**src/rtl/irq_route_pkg.sv**
```systemverilog
`timescale 1ns/1ps
package irq_route_pkg;

  localparam int PIN_GROUP = 4;

  // Internal line for a slot/pin pair, or -1 when the slot is not translated.
  function automatic int line_of(input int slot, input int pin);
    int dst;
    dst = -1;
    if (slot == 5)                      dst = pin % PIN_GROUP;
    else if (slot == 6)                 dst = 4;
    else if (slot == 7)                 dst = 5;
    else if (slot >= 8 && slot <= 12)   dst = (slot - 8 + pin) + 6;
    return dst;
  endfunction

endpackage

```
**src/rtl/irq_route_map.sv**
```systemverilog
`timescale 1ns/1ps
module irq_route_map #(
  parameter int NUM_SLOTS = 16,
  parameter int PINS      = 4,
  parameter int NUM_LINES = 32
) (
  input  logic [NUM_SLOTS*PINS-1:0] req_i,
  output logic [NUM_LINES-1:0]      line_o,
  output logic [PINS-1:0]           pass_o
);
  import irq_route_pkg::*;

  localparam int REQ_W = NUM_SLOTS * PINS;

  // One OR tree per internal line over the sources the table steers to it.
  for (genvar l = 0; l < NUM_LINES; l++) begin : g_line
    logic [REQ_W-1:0] hit;
    for (genvar s = 0; s < NUM_SLOTS; s++) begin : g_slot
      for (genvar p = 0; p < PINS; p++) begin : g_pin
        localparam int DST = line_of(s, p);
        assign hit[s*PINS+p] = (DST == l) ? req_i[s*PINS+p] : 1'b0;
      end
    end
    assign line_o[l] = |hit;
  end

  // Untranslated slots keep their pin number.
  for (genvar p = 0; p < PINS; p++) begin : g_pass
    logic [NUM_SLOTS-1:0] raw;
    for (genvar s = 0; s < NUM_SLOTS; s++) begin : g_src
      localparam int DST = line_of(s, p);
      assign raw[s] = (DST < 0) ? req_i[s*PINS+p] : 1'b0;
    end
    assign pass_o[p] = |raw;
  end

endmodule

```
**src/rtl/irq_line_cell.sv**
```systemverilog
`timescale 1ns/1ps
module irq_line_cell (
  input  logic clk,
  input  logic rst,
  input  logic line_i,
  input  logic edge_mode_i,
  input  logic pol_i,
  output logic contrib_o
);
  logic line_q;
  logic pulse;
  logic level;

  always_ff @(posedge clk) begin
    if (rst) line_q <= 1'b0;
    else     line_q <= line_i;
  end

  assign pulse     = edge_mode_i & line_i & ~line_q;
  assign level     = ~edge_mode_i & pol_i & line_i;
  assign contrib_o = pulse | level;

  // an edge event never yields two consecutive pulse cycles
  p_pulse_single_r6: assert property (@(posedge clk) disable iff (rst)
    pulse |=> !pulse);

endmodule

```
**src/rtl/irq_slot_router.sv**
```systemverilog
`timescale 1ns/1ps
module irq_slot_router #(
  parameter int NUM_SLOTS = 16,
  parameter int PINS      = 4,
  parameter int NUM_LINES = 32
) (
  input  logic                      clk,
  input  logic                      rst,
  input  logic [NUM_SLOTS*PINS-1:0] req_i,
  input  logic [NUM_LINES-1:0]      edge_cfg_i,
  input  logic [NUM_LINES-1:0]      pol_cfg_i,
  output logic                      cpu_irq_o,
  output logic [PINS-1:0]           pass_irq_o
);
  logic [NUM_LINES-1:0] line_vec;
  logic [PINS-1:0]      pass_vec;
  logic [NUM_LINES-1:0] contrib;

  irq_route_map #(
    .NUM_SLOTS (NUM_SLOTS),
    .PINS      (PINS),
    .NUM_LINES (NUM_LINES)
  ) u_map (
    .req_i  (req_i),
    .line_o (line_vec),
    .pass_o (pass_vec)
  );

  for (genvar l = 0; l < NUM_LINES; l++) begin : g_cell
    irq_line_cell u_cell (
      .clk         (clk),
      .rst         (rst),
      .line_i      (line_vec[l]),
      .edge_mode_i (edge_cfg_i[l]),
      .pol_i       (pol_cfg_i[l]),
      .contrib_o   (contrib[l])
    );
  end

  always_ff @(posedge clk) begin
    if (rst) begin
      cpu_irq_o  <= 1'b0;
      pass_irq_o <= '0;
    end else begin
      cpu_irq_o  <= |contrib;
      pass_irq_o <= pass_vec;
    end
  end

  // an active-high level line that is asserted forces the output next cycle
  p_level_drive_r7: assert property (@(posedge clk) disable iff (rst)
    $past(!rst && ((line_vec & ~edge_cfg_i & pol_cfg_i) != '0)) |-> cpu_irq_o);

  // with no edge line asserted and no positive level line asserted, the output stays low
  p_mute_r8: assert property (@(posedge clk) disable iff (rst)
    $past(!rst && ((line_vec & (edge_cfg_i | pol_cfg_i)) == '0)) |-> !cpu_irq_o);

  // slot 0 is untranslated, so its pin 0 appears on the pass-through pin 0
  p_pass_slot0_r5: assert property (@(posedge clk) disable iff (rst)
    $past(!rst && req_i[0]) |-> pass_irq_o[0]);

endmodule

```
**config.mk**
```make
export PLATFORM = sky130hd
export DESIGN_NAME = irq_slot_router
export DESIGN_NICKNAME = d
export VERILOG_FILES = /design/src/rtl/irq_route_pkg.sv /design/src/rtl/irq_route_map.sv /design/src/rtl/irq_line_cell.sv /design/src/rtl/irq_slot_router.sv
export SDC_FILE = /design/constraint.sdc
export NUM_CORES = 1
export LEC_CHECK = 0
export BUFFER_PORTS_ARGS = -buffer_cell sky130_fd_sc_hd__buf_2
export CAP_MARGIN = 20
export CORE_MARGIN = 2
export CORE_UTILIZATION = 30
export CTS_CLUSTER_SIZE = 14
export DETAILED_ROUTE_END_ITERATION = 8
export GPL_ROUTABILITY_DRIVEN = 0
export PLACE_DENSITY = 0.9
export REMOVE_ABC_BUFFERS = 1
export SLEW_MARGIN = 20
export SYNTH_ARGS = -nofsm -noshare
export SYNTH_HDL_FRONTEND = slang
export SYNTH_SLANG_ARGS = --single-unit
```
**constraint.sdc**
```tcl
create_clock -name clk -period 2.1 [get_ports clk]
set_input_delay 0.21 -clock clk [delete_from_list [all_inputs] [get_ports clk]]
set_output_delay 0.21 -clock clk [all_outputs]
set_load 0.01 [all_outputs]
```
# --- Yosys cells after proc, flatten, opt, wreduce, memory -nomap -nowiden ---
# Cells that the tools add are included.
# Widths: inputs -> output; s select.
op_classes:
  bitwise: 98
  n_reduce_logical: 13
op_table:
  columns: ["cell", "count"]
  rows:
  - ["$and 1x1->1", 56]
  - ["$reduce_or 8->1", 4]
  - ["$not 1->1", 28]
  - ["$reduce_or 4->1", 4]
  - ["$or 1x1->1", 14]
  - ["$reduce_or 14->1", 1]
  - ["$reduce_or 3->1", 2]
  - ["$reduce_or 2->1", 2]
word_totals:
  regBits: 19
  input_bits: 130
  output_inout_bits: 5
  word_cells: 127

# --- Longest topological paths before layout ---
depth:
  depth_word: 5
  depth_mapped: 5
  ltp_nobuf: 5

# --- Hierarchy ---
# From an unflattened synthesis, not the netlist that was laid out.
hier_totals:
  cells_unflattened: 193
  hier_area_um2: 1783.0
by_module_without_submodules:
  columns: ["module", "instances", "cells_each", "area_each_um2"]
  rows:
  - ["irq_line_cell", 32, 4, 40.0]
  - ["irq_route_map", 1, 45, 304.0]
  - ["irq_slot_router", 1, 20, 197.7]

# --- Least setup slack after synthesis ---
# Ideal clock, no wire load.
synth_path:
  path_kind: "reg2reg"
  startpoint: "reg g_cell[0].u_cell.line_q"
  endpoint: "reg cpu_irq_o"
  setup_time_ps: 137
  arrival_ps: 1154
  setup_slack_ps: 809
  path_stages_with_launch: 6
  synth_period_minus_slack_ps: 1291
  path_cell_list: "dfxtp_1 and2b_2 o21ai_1 o2111ai_1 a2111oi_1 a31oi_1"
synth_via:
  elab_chain_cells: 4
synth_lines:
  columns: ["element", "line_no", "text"]
  rows:
  - ["start, declared", "irq_line_cell.sv:10", "logic line_q;"]
  - ["start signal, assigned", "irq_line_cell.sv:16", "else line_q <= line_i;"]
  - ["$not 1->1", "irq_line_cell.sv:19", "assign pulse = edge_mode_i & line_i & ~line_q;"]
  - ["$and 1x1->1", "irq_line_cell.sv:19", null]
  - ["$or 1x1->1", "irq_line_cell.sv:21", "assign contrib_o = pulse | level;"]
  - ["$reduce_or 14->1", "irq_slot_router.sv:45", "cpu_irq_o <= |contrib;"]
  - ["end signal, assigned", "irq_slot_router.sv:45", null]
  - ["end, declared", "irq_slot_router.sv:12", "output logic cpu_irq_o,"]
# Every way passes these cells.
# A chain may end at the register's enable or synchronous reset.

# --- Worst setup path after layout ---
# Ends and elaborated chain as after synthesis.

==> metrics.md <==
| Metric | Value |
|---|---|
| Setup slack after layout | about 610 ps |
| Total clock sinks | 19 |
| Share of the synthesized area in the top cell type | between 40% and 50% |
| Maxcap violations | 0 |
| Hold crit path type | primary input to flip-flop |
| Register bit total from synthesis | 19 |
| Combinational Power Share | 21.7% |
| Crit. Startpoint | g_cell[0].u_cell.line_q |
| # rows | 19 |
| Status | finished, final reports clean |
| Hold buffers post-CTS | 0 |
| RR Endpoint | cpu_irq_o |
| Worst Path Max Fanout | 1 |
| Die W | 57.6 µm |
| Dpl ws | roughly 570 ps |
| Final setup viols | 0 |
| Area Overhead vs Synth | 63.5% |
| Die height | 57.6 µm |
| CTS clock-pin slew for the worst setup and hold paths | 110 ps |
| Largest net degree at the start of global routing | 20 |
| Slowest stage delay, CP | between 400 and 500 ps |
| TritonCTS clock tree | built |
| Worst skew pair latency | roughly 290 ps |
| Final-layout fill cell count | 281 |
| DR WL/cell | 9.96 µm |
| Net Switching | 174 µW |
| Starting DRT DRC Count | 9 |
| Root buffer cell | clkbuf_4 |
| Worst slew pin tran | ~400 ps |
| Mapped Cells | 96 |
| Util after Layout | slightly above 50% |
| Critical Path RT | 2260 ps |
| Fmax | 0.671 GHz |
| Resized Gates After CTS | 0 |
| Reg power frac | between 50% and 60% |
| Layout cells sized above 1 | 55.1% |
| WL met2 | 1130 µm |
| CP endpoint | cpu_irq_o |
| Vias in the first global route | 991 |
| Met3 WL | 268 µm |
| Maximum vdd drop | 0.311 mV |
| Initial antenna violation count | 0 |
| Slew Viols, Final | 0 |
| Top post-synthesis cells by area | dfxtp_1, mux2i_1, nor4_1, and2b_2, nor2_1 |
| Global route total overflow | 0 |
| Buffers on Ports | 98 |
| Post-synthesis adder-cell area fraction | 0% |
| Clock tree buffer depth | 2 |
| Drt drc | 0 |
| Dpl hpwl | 1980 µm |
| First-pass GRT wire length | 3680 µm |
| Final setup skew | 2.94 ps |
| Worst hold slack | 130 ps |
| Worst-path cell with the longest stage delay | a2111oi_1 |
| Top-Level Pins | 135 |
| Unrepaired setup endpoints after global routing | false |
| Avg Vias per Cell | 4.64 |
| Final number of hold-violating endpoints | 0 |
| Antenna viol nets, final | 0 |
| Post-CTS setup buffer count | 0 |
| All-Layer GR Usage | 14.2% |
| Lkg Pwr | approximately 0.00077 µW |
| R2r worst-path depth | 5 |
| Synth Warn # | 0 |
| Antenna fix cells | 0 |
| Worst setup path class | flip-flop to flip-flop |
| Routed vias | 1,054 |
| TNS Setup | 0 ps |
| TritonRoute pass-1 iters | 2 |
| Critical path, cell by cell | and2b_2 > o21ai_1 > o2111ai_1 > a2111oi_1 > a31oi_1 |
| WL final | 2260 µm |
| Core region area | ~2700 µm² |
| H-tree depth | 1 |
| Post-synthesis sequential area ratio | 44.1% |
| Count of different cell masters after synthesis | 17 |
| Number of nets in the layout | 327 |
| Post-layout min period | approximately 1500 ps |
| Die Area | 3320 µm² |
| Ratio of final minimum period to clock period | 70.9% |
| CP arrival | 1650 ps |
| Post-Route M1 WL | 842 µm |
| Top sig layer | met4 |
| Cell Area, Synth | 863 µm² |
| Switching Fraction | 24.0% |
| Area leader, netlist | dfxtp_1 |
| Avg Synthesized Cell Area | 8.99 µm² |
| Clock share of power | 25.2% |
| Cell Pwr Density | 515 nW/µm² |
| Mux contribution to synthesized area | 12.8% |
| Initial Util | 31.6% |
| Compound-cell area share of the yosys netlist | ~10% |
| Power Internal | 553 µW |
| Xor/xnor share of the synthesized area | 0% |
| Type of origin of the critical path | flip-flop |
| Crit end category | flip-flop |
| Number of buffers created by CTS | 3 |
| Reg-to-Reg Start | g_cell[0].u_cell.line_q |
| Slew Limit Headroom | 73.5% |
| Reg2reg setup slack | 610 ps |
| Post-Synth Simple-Gate Area | 27.7% |
| Largest family of logic cells by synthesized area | simple AND/OR/NAND/NOR gates |
## synth_stat cells
cell       count
dfxtp_1       19
nor2_1        13
inv_1         11
mux2i_1       11
nor4_1        11
and2b_2        6
nor2b_1        6
a21oi_1        5
o21ai_1        3
clkbuf_1       2
nor3_1         2
o22ai_1        2
a2111oi_1      1
a211oi_1       1
a31oi_1        1
nor4_4         1
o2111ai_1      1
## cells by family after synthesis
group,after synthesis
simple gates,39
flops,19
compound gates,14
buf+inv,13
mux,11
## area by class of cell
| type | instances | area [µm²] | area share (%) |
|---|---|---|---|
| multi-input cells | 64 | 434 | 30.8 |
| repair buffers | 98 | 490 | 34.8 |
| inverters | 11 | 41.3 | 2.93 |
| clock buffers | 4 | 26.3 | 1.86 |
| flip-flops and latches | 19 | 380 | 27.0 |
| well taps | 31 | 38.8 | 2.75 |
## stage by stage
stage / cells / area [µm²] / power [µW]
2_1_floorplan: 94 / 856 / 448
3_3_place_gp: 223 / 1390 / 551
3_5_place_dp: 223 / 1390 / 555
4_1_cts: 227 / 1410 / 745
5_1_grt: 227 / 1410 / 785
6_report: 227 / 1410 / 727
## registers in the layout, indices dropped and copies added (netlist names)
signal and flops:
pass_irq_o 4, g_cell.u_cell.line_q 14, cpu_irq_o 1
## layer usage
metal / track usage, % / vias to the layer above
met5: 0 / -
met4: 7.97 / 0
met3: 1.34 / 2
met2: 26.5 / 63
met1: 15.6 / 452
li1: - / 537
## cell usage in the layout (no fill, tap or decap), types with 2 or more instances in the layout
cell | netlist | layout
nor4_1 | 11 | 11
buf_2 | 0 | 98
and2b_2 | 6 | 6
dfxtp_1 | 19 | 19
o22ai_1 | 2 | 2
o21ai_1 | 3 | 3
a21oi_1 | 5 | 5
mux2i_1 | 11 | 11
inv_1 | 11 | 11
nor2_1 | 13 | 13
nor3_1 | 2 | 2
nor2b_1 | 6 | 6
clkbuf_4 | 0 | 3
## power by group through the flow
stage / logic [µW] / registers [µW] / clock network [µW]
floorplan: 51.7 / 397 / 0
global placement: 157 / 394 / 0
detailed placement: 160 / 395 / 0
CTS: 161 / 387 / 198
global route: 178 / 389 / 218
finish: 158 / 386 / 183
## how the worst min path moves through the flow
stage               startpoint                 endpoint  cells past startpoint
floorplan                  rst            pass_irq_o[0]                      1
global placement     req_i[33]  g_cell[7].u_cell.line_q                      3
detailed placement   req_i[33]  g_cell[7].u_cell.line_q                      3
CTS                  req_i[33]  g_cell[7].u_cell.line_q                      3
global route         req_i[40]  g_cell[8].u_cell.line_q                      3
finish               req_i[33]  g_cell[7].u_cell.line_q                      3
## critical path, delay by kind of cell, from the launching register on
family             cells  cell delay, ps
AOI/OAI and AO/OA      4             830
DFF                    1             330
and+or+nand+nor        1             200
Note: power is estimated with default switching activity, not from simulation.
